**src/rtl/fdf_pkg.sv**
```systemverilog
package fdf_pkg;

    parameter int CHW = 8;

    localparam logic [CHW-1:0] FILL_CODE = CHW'(8'h05);
    localparam logic [CHW-1:0] SET_CODE  = CHW'(8'h00);
    localparam logic [CHW-1:0] CLR_CODE  = CHW'(8'h03);

    typedef enum logic [1:0] {
        POL_KEEP_ALL     = 2'd0,
        POL_LAST_FILL    = 2'd1,
        POL_NO_FILL      = 2'd2,
        POL_NO_FILL_ADDR = 2'd3
    } policy_e;

    typedef enum logic [1:0] {
        SL_EMPTY = 2'd0,
        SL_FILL  = 2'd1,
        SL_HELD  = 2'd2
    } slot_e;

    typedef struct packed {
        logic           sp;
        logic [CHW-1:0] code;
    } sym_t;

    typedef struct packed {
        logic is_fill;
        logic is_set;
        logic is_clr;
        logic drop;
    } class_t;

    function automatic class_t classify(input policy_e pol, input sym_t s, input logic addr);
        class_t c;
        c.is_fill = s.sp && (s.code == FILL_CODE);
        c.is_set  = s.sp && (s.code == SET_CODE);
        c.is_clr  = s.sp && (s.code == CLR_CODE);
        unique case (pol)
            POL_KEEP_ALL:     c.drop = 1'b0;
            POL_LAST_FILL:    c.drop = c.is_set || c.is_clr;
            POL_NO_FILL:      c.drop = c.is_set || c.is_clr || c.is_fill;
            default:          c.drop = c.is_set || c.is_clr || c.is_fill || addr;
        endcase
        return c;
    endfunction

endpackage

```
**src/rtl/fdf_classify.sv**
```systemverilog
module fdf_classify
    import fdf_pkg::*;
(
    input  policy_e policy,
    input  sym_t    sym,
    input  logic    addr,
    output class_t  cls
);
    always_comb cls = classify(policy, sym, addr);
endmodule

```
**src/rtl/fdf_irq.sv**
```systemverilog
module fdf_irq
    import fdf_pkg::*;
(
    input  logic   clk,
    input  logic   rst,
    input  logic   in_valid,
    input  class_t cls,
    output logic   irq
);
    always_ff @(posedge clk) begin
        if (rst)
            irq <= 1'b0;
        else if (in_valid && cls.is_set)
            irq <= 1'b1;
        else if (in_valid && cls.is_clr)
            irq <= 1'b0;
    end

    // set command raises the line one cycle later
    a_r7_set: assert property (@(posedge clk) disable iff (rst)
        in_valid && cls.is_set |=> irq);
    // clear command lowers the line one cycle later
    a_r7_clr: assert property (@(posedge clk) disable iff (rst)
        in_valid && cls.is_clr |=> !irq);
    // no command, no change
    a_r7_hold: assert property (@(posedge clk) disable iff (rst)
        !(in_valid && (cls.is_set || cls.is_clr)) |=> $stable(irq));
endmodule

```
**src/rtl/fdf_lookahead.sv**
```systemverilog
module fdf_lookahead
    import fdf_pkg::*;
(
    input  logic    clk,
    input  logic    rst,
    input  policy_e policy,
    input  logic    bypass,
    input  logic    in_valid,
    input  sym_t    sym,
    input  class_t  cls,
    output logic    out_valid,
    output sym_t    out_sym,
    output logic    out_empty
);
    slot_e slot_q, slot_d;
    sym_t  slot_sym_q, slot_sym_d;
    logic  slot_emp_q, slot_emp_d;

    logic  emit;
    sym_t  emit_sym;
    logic  emit_emp;

    logic  kept, look;

    always_comb begin
        kept = !cls.drop || bypass;
        look = (policy == POL_LAST_FILL) && cls.is_fill;

        slot_d     = slot_q;
        slot_sym_d = slot_sym_q;
        slot_emp_d = slot_emp_q;
        emit       = 1'b0;
        emit_sym   = slot_sym_q;
        emit_emp   = slot_emp_q;

        if (in_valid) begin
            if (look) begin
                if (slot_q == SL_FILL) begin
                    // overwritten fill: dropped, or flagged in bypass
                    emit     = bypass;
                    emit_emp = 1'b1;
                end else if (slot_q == SL_HELD) begin
                    emit = 1'b1;
                end
                slot_d     = SL_FILL;
                slot_sym_d = sym;
                slot_emp_d = 1'b0;
            end else if (kept) begin
                if (slot_q != SL_EMPTY) begin
                    emit       = 1'b1;
                    slot_d     = SL_HELD;
                    slot_sym_d = sym;
                    slot_emp_d = cls.drop;
                end else begin
                    emit     = 1'b1;
                    emit_sym = sym;
                    emit_emp = cls.drop;
                end
            end else if (slot_q != SL_EMPTY) begin
                emit   = 1'b1;
                slot_d = SL_EMPTY;
            end
        end else if (slot_q == SL_HELD ||
                     (slot_q == SL_FILL && policy != POL_LAST_FILL)) begin
            emit   = 1'b1;
            slot_d = SL_EMPTY;
        end
    end

    always_ff @(posedge clk) begin
        if (rst) begin
            slot_q     <= SL_EMPTY;
            slot_sym_q <= '0;
            slot_emp_q <= 1'b0;
            out_valid  <= 1'b0;
            out_sym    <= '0;
            out_empty  <= 1'b0;
        end else begin
            slot_q     <= slot_d;
            slot_sym_q <= slot_sym_d;
            slot_emp_q <= slot_emp_d;
            out_valid  <= emit;
            if (emit) begin
                out_sym   <= emit_sym;
                out_empty <= emit_emp && bypass;
            end
        end
    end

    // empty flag only ever reported in bypass mode
    a_r8_empty_only_bypass: assert property (@(posedge clk) disable iff (rst)
        out_valid && out_empty |-> $past(bypass));
    // idle input with nothing held gives no output
    a_r10_no_spurious: assert property (@(posedge clk) disable iff (rst)
        !in_valid && slot_q == SL_EMPTY |=> !out_valid);
    // a fill following a pending fill produces nothing outside bypass
    a_r3_fill_overwrite: assert property (@(posedge clk) disable iff (rst)
        in_valid && look && !bypass && slot_q == SL_FILL |=> !out_valid);
endmodule

```
**src/rtl/fdf_filter.sv**
```systemverilog
module fdf_filter
    import fdf_pkg::*;
(
    input  logic           clk,
    input  logic           rst,
    input  logic [1:0]     policy,
    input  logic           bypass,
    input  logic           in_valid,
    input  logic           in_special,
    input  logic [CHW-1:0] in_char,
    input  logic           in_addr,
    output logic           out_valid,
    output logic           out_special,
    output logic [CHW-1:0] out_char,
    output logic           out_empty,
    output logic           irq_out
);
    policy_e pol;
    sym_t    in_sym, o_sym;
    class_t  cls;

    assign pol    = policy_e'(policy);
    assign in_sym = '{sp: in_special, code: in_char};

    fdf_classify u_class (
        .policy (pol),
        .sym    (in_sym),
        .addr   (in_addr),
        .cls    (cls)
    );

    fdf_lookahead u_look (
        .clk       (clk),
        .rst       (rst),
        .policy    (pol),
        .bypass    (bypass),
        .in_valid  (in_valid),
        .sym       (in_sym),
        .cls       (cls),
        .out_valid (out_valid),
        .out_sym   (o_sym),
        .out_empty (out_empty)
    );

    fdf_irq u_irq (
        .clk      (clk),
        .rst      (rst),
        .in_valid (in_valid),
        .cls      (cls),
        .irq      (irq_out)
    );

    assign out_special = o_sym.sp;
    assign out_char    = o_sym.code;

    // reset leaves the outputs quiet
    a_r1_reset_quiet: assert property (@(posedge clk)
        $past(rst) |-> !out_valid && !irq_out);
endmodule

```
**config.mk**
```make
export PLATFORM = sky130hd
export DESIGN_NAME = fdf_filter
export DESIGN_NICKNAME = d
export VERILOG_FILES = /design/src/rtl/fdf_pkg.sv /design/src/rtl/fdf_classify.sv /design/src/rtl/fdf_irq.sv /design/src/rtl/fdf_lookahead.sv /design/src/rtl/fdf_filter.sv
export SDC_FILE = /design/constraint.sdc
export NUM_CORES = 1
export LEC_CHECK = 0
export BUFFER_PORTS_ARGS = -buffer_cell sky130_fd_sc_hd__clkbuf_2
export CAP_MARGIN = 10
export CELL_PAD_IN_SITES_DETAIL_PLACEMENT = 1
export CELL_PAD_IN_SITES_GLOBAL_PLACEMENT = 1
export CORE_MARGIN = 1.5
export CORE_UTILIZATION = 28
export CTS_CLUSTER_SIZE = 40
export DETAILED_ROUTE_END_ITERATION = 16
export PLACE_DENSITY_LB_ADDON = 0.1
export RECOVER_POWER = 100
export SLEW_MARGIN = 20
export SYNTH_ARGS = -nofsm -noshare
export SYNTH_HDL_FRONTEND = slang
export SYNTH_HIERARCHICAL = 1
export SYNTH_SLANG_ARGS = --single-unit
```
**constraint.sdc**
```tcl
create_clock -name clk -period 1.9 [get_ports clk]
set_input_delay 0.095 -clock clk [delete_from_list [all_inputs] [get_ports clk]]
set_output_delay 0.095 -clock clk [all_outputs]
set_load 0.01 [all_outputs]
```
* Word level (Yosys, flattened, before mapping) *
Index checks and enable logic that the tools add are counted.

cells by class
  equality and inequality tests = 8
  muxes and demuxes = 31
  reduce and logical (&&, ||, !) cells = 23

operators with widths
  operator                                                                 number
  9-bit two-way mux                                                        7
  1-bit two-way mux                                                        17
  2-bit two-way mux                                                        6
  2-bit nonzero test                                                       5
  8-bit by 2-bit == test with 1-bit output, second input constant          1
  8-bit by 3-bit == test with 1-bit output, second input constant          1
  1-bit logical AND                                                        8
  8-bit logical NOT                                                        1
  1-bit logical OR                                                         5
  2-bit by 1-bit == test with 1-bit output, second input constant          2
  2-bit == test, second input constant                                     2
  3-bit by 1-bit inequality test with 1-bit output, second input constant  1
  1-bit case mux with 3 select lines                                       1
  3-bit AND reduction                                                      1
  2-bit logical NOT                                                        1
  2-bit by 1-bit inequality test with 1-bit output, second input constant  1
  2-bit AND reduction                                                      1
  1-bit logical NOT                                                        1

word-level totals
  input bits = 16
  register bits after elaboration = 24
  output and inout port bits = 12
  logic and storage cells = 71

* Logic depth before layout (Yosys ltp) *
  depth after elaboration = 12
  depth in mapped cells = 9
  depth with buffers taken out = 7

* Modules after synthesis *
Netlist, hierarchy kept.

modules (own cells, without submodules)
  module         times used  sequential area each (um^2)  cells each  area each (um^2)
  fdf_lookahead  1           460.4                        127         1159.9
  fdf_classify   1           0.0                          13          105.1
  fdf_irq        1           20.0                         4           42.5

* Worst setup path before layout *
OpenSTA, ideal clock, no wires.

  path kind = input to register
  from = in in_char[5]
  to = reg u_look/out_sym[0] (netlist name)
  library setup time = 0.081 ns
  arrival = 1.814 ns
  path buffers = 2
  slack = 0.005 ns
  required time = 1.819 ns
  stages on the path = 9
  cells stage by stage = nor4_2 -> nand3b_2 -> nor3_2 -> nand3b_1 -> a2111o_1 -> buf_6 -> and3_4 -> buf_6 -> a211oi_2

RTL lines
  item                  RTL line             source
  from (decl)           fdf_filter.sv:10     input logic [CHW-1:0] in_char,
  to (signal assigned)  fdf_lookahead.sv:84  out_sym <= emit_sym;
  to (decl)             fdf_lookahead.sv:12  output sym_t out_sym,

==> metrics.cfg <==
[cts]
htreeDepth=1
clock-root-buffer=clkbuf_8
cts_tree=yes
clock_latency_ns=0.27
cts_buffer_depth=2
cts_buffers=3
cts.sinks=24
clk_pin_slew_worst_paths_ns=0.09
cts_setup_buffers=0

[grt]
grt_util_all_layers_pct=16.4
grt_antenna_before_repair=0
overflow=0
grt_first_pass_wirelength_um=6580
grt_pass1_vias=1319
grt_max_degree=23

[min_path]
hp-class=input pin to register

[sta]
worstMarginPinSlew_ns=0.506
fmax_mhz=559
period_needed_ns=1.79
relSlewSlack_pct=66.1
skew_ns=0.00346
final-hold-violation-count=0
final-setup-viol-count=0
maxSlewViolCount=0
period_share_pct=94.1
rsz0062_at_grt=no
fin_setup_tns_ns=0

[floorplanning]
placementRows=24
io_pins=28
coreArea_um2=4410
die_w_um=71.3
die_h_um=71.3
initial_core_util_pct=29.6
die_area_um2=5090

[yosys]
synth_xor_area_share_pct=0.670
yosysWarnings=6
yosys.area_share.adder_pct=0
syn_inst=144
syn-num-nets=160
synth_area_um2=1310
synth-compound-area-share_pct=29.4
synth_cell_types=40
yosys_register_bits=24
synth_top_family_by_area=compound AO/OA/AOI/OAI gates
muxShareOfSynthArea_pct=6.89
seq_area_frac_synth_pct=36.7
synthSimpleGateAreaFrac_pct=21.1
synth_area_per_cell_um2=9.08

[placement]
gp_congestion=0.779
post-dp-hpwl_um=3010
placedCellCount=233
postPlaceCellArea_um2=1610
port_buffers=27

[drt]
drtIter0Drc=42
vias=1269
drc=0
firstDrtPassIters=4
postRouteAntennaNets=0
via_per_inst=5.35
wl_um=4080
wl_per_cell_um=17.2

[pwr]
p_leak_nw=0.616
power_mw=1.05
vdd_ir_drop_max_mv=0.331
p_per_area_nw_per_um2=639

[finish]
area_delta_synth_final_pct=25.3
n_antenna_cell=0
fin_nets=202
fillers=522
fin_util_pct=37.1
drive_gt1_share_pct=30.3
fin_area_um2=1640
layoutNonFillerInstCount=237

[setup_path]
crit_type=input pin to register
cp-end-kind=register
arrival_ns=1.94
crit_path_max_fanout=9
crit_required_ns=2.05
start_kind=input pin

[run]
cap_violations=0

[run_status]
status=completed

==> area by class of cell <==
type                    count  area (um2)  area share, %
clock buffers               4        55.1           3.36
inverters                   3        11.3          0.688
multi-input cells         107         763           46.6
flip-flops and latches     24         480           29.3
well taps                  52        65.1           3.97
repair buffers             47         263           16.0
==> metal layers <==
layer	global-route usage (%)	up-vias	routed length [um]
met3	2.11	5	147
met1	20.5	611	1840
met4	5.03	0	52
met5	0	-	0
li1	-	628	-
met2	29.2	25	2050
==> final timing paths <==
| check | slack (ns) | startpoint | cells after the start | end |
|---|---|---|---|---|
| setup / recovery | 0.11 | in_char[5] | 9 | u_look/out_sym[7]$_SDFFE_PP0P_ |
| hold / removal | 0.10 | in_special | 3 | u_look/slot_sym_q[8]$_SDFFE_PP0P_ |
| setup reg to reg | 0.27 | u_look/slot_q[0]$_SDFFE_PP0P_ | 5 | u_look/out_sym[7]$_SDFFE_PP0P_ |
| hold reg to reg | 0.49 | u_look/out_empty$_SDFFE_PP0P_ | 2 | u_look/out_empty$_SDFFE_PP0P_ |
==> synthesized netlist by cell type (all sizes together) <==
cell	n	area share, %
a211oi	9	8.6
a21oi	14	5.6
or2	1	0.48
clkbuf	7	2.3
a31oi	10	4.8
nand2b	2	0.96
a2111o	1	0.86
xor2	1	0.67
and3b	1	0.67
nand3b	2	1.4
nand4	1	0.96
o21a	1	0.57
o32ai	1	0.67
buf	3	2.1
and3	2	1.3
o311a	1	0.77
a21bo	1	0.77
o21ai	12	4.6
mux2i	9	6.9
nor3	3	1.9
nor2b	4	1.9
a211o	1	0.67
dfxtp	24	37
o32a	1	0.77
nor4	3	2.4
inv	3	0.86
a311oi	1	0.67
nand4b	1	0.67
nor2	4	1.1
and2	1	0.48
nand2	6	1.7
nand3	13	5.0
==> cells by family after synthesis <==
logic type | after synthesis
flip-flops | 24
AND/OR/NAND/NOR | 44
AO/OA/AOI/OAI | 53
multiplexers | 9
buffers and inverters | 13
XOR/XNOR | 1
==> placed cells by master (no fill, tap or decap), drive strengths merged, types with 2 or more instances in the layout <==
cell type	synthesis	routed
a31oi	10	10
nor2b	4	4
inv	3	3
nand3b	2	2
nor4	3	3
nand2	6	6
and3	2	2
nand3	13	13
dfxtp	24	24
a21oi	14	14
a211oi	9	9
buf	3	18
clkbuf	7	33
o21ai	12	12
nor3	3	3
nor2	4	4
mux2i	9	9
nand2b	2	2
==> power by group <==
part	internal (mW)	total (mW)	leakage [nW]	switching (mW)
Combinational	0.0702	0.168	0.391	0.0978
Clock	0.185	0.354	0.0288	0.168
Sequential	0.517	0.524	0.196	0.00715
Total	0.773	1.05	0.616	0.273
==> sequential cells by signal, summed over array words and instances (netlist names) <==
signal / flops
u_look/out_empty: 1
u_look/slot_q: 2
u_irq/irq: 1
u_look/out_sym: 9
u_look/slot_sym_q: 9
u_look/out_valid: 1
u_look/slot_emp_q: 1
==> stage by stage <==
stage,setup WS (ns),hold WS (ns)
floorplan,0.00506,0.157
global placement,-0.103,0.366
detailed placement,-0.149,0.396
CTS,0.112,0.0986
global route,0.0248,0.111
finish,0.112,0.100
==> what timing repair did <==
| action | CTS | global route |
|---|---|---|
| endpoints found under the setup margin | 0 | 5 |
| hold buffers | 0 | 0 |
| gates resized for setup | 0 | 1 |
==> critical path, stage by stage <==
cell,delay [ns]
clkbuf_1,0.10
nor4_2,0.32
nand3b_2,0.16
nor3_1,0.24
nand3b_1,0.13
a2111o_1,0.38
clkbuf_2,0.21
a31oi_1,0.25
a211oi_2,0.07
Note: power is estimated with default switching activity, not from simulation.
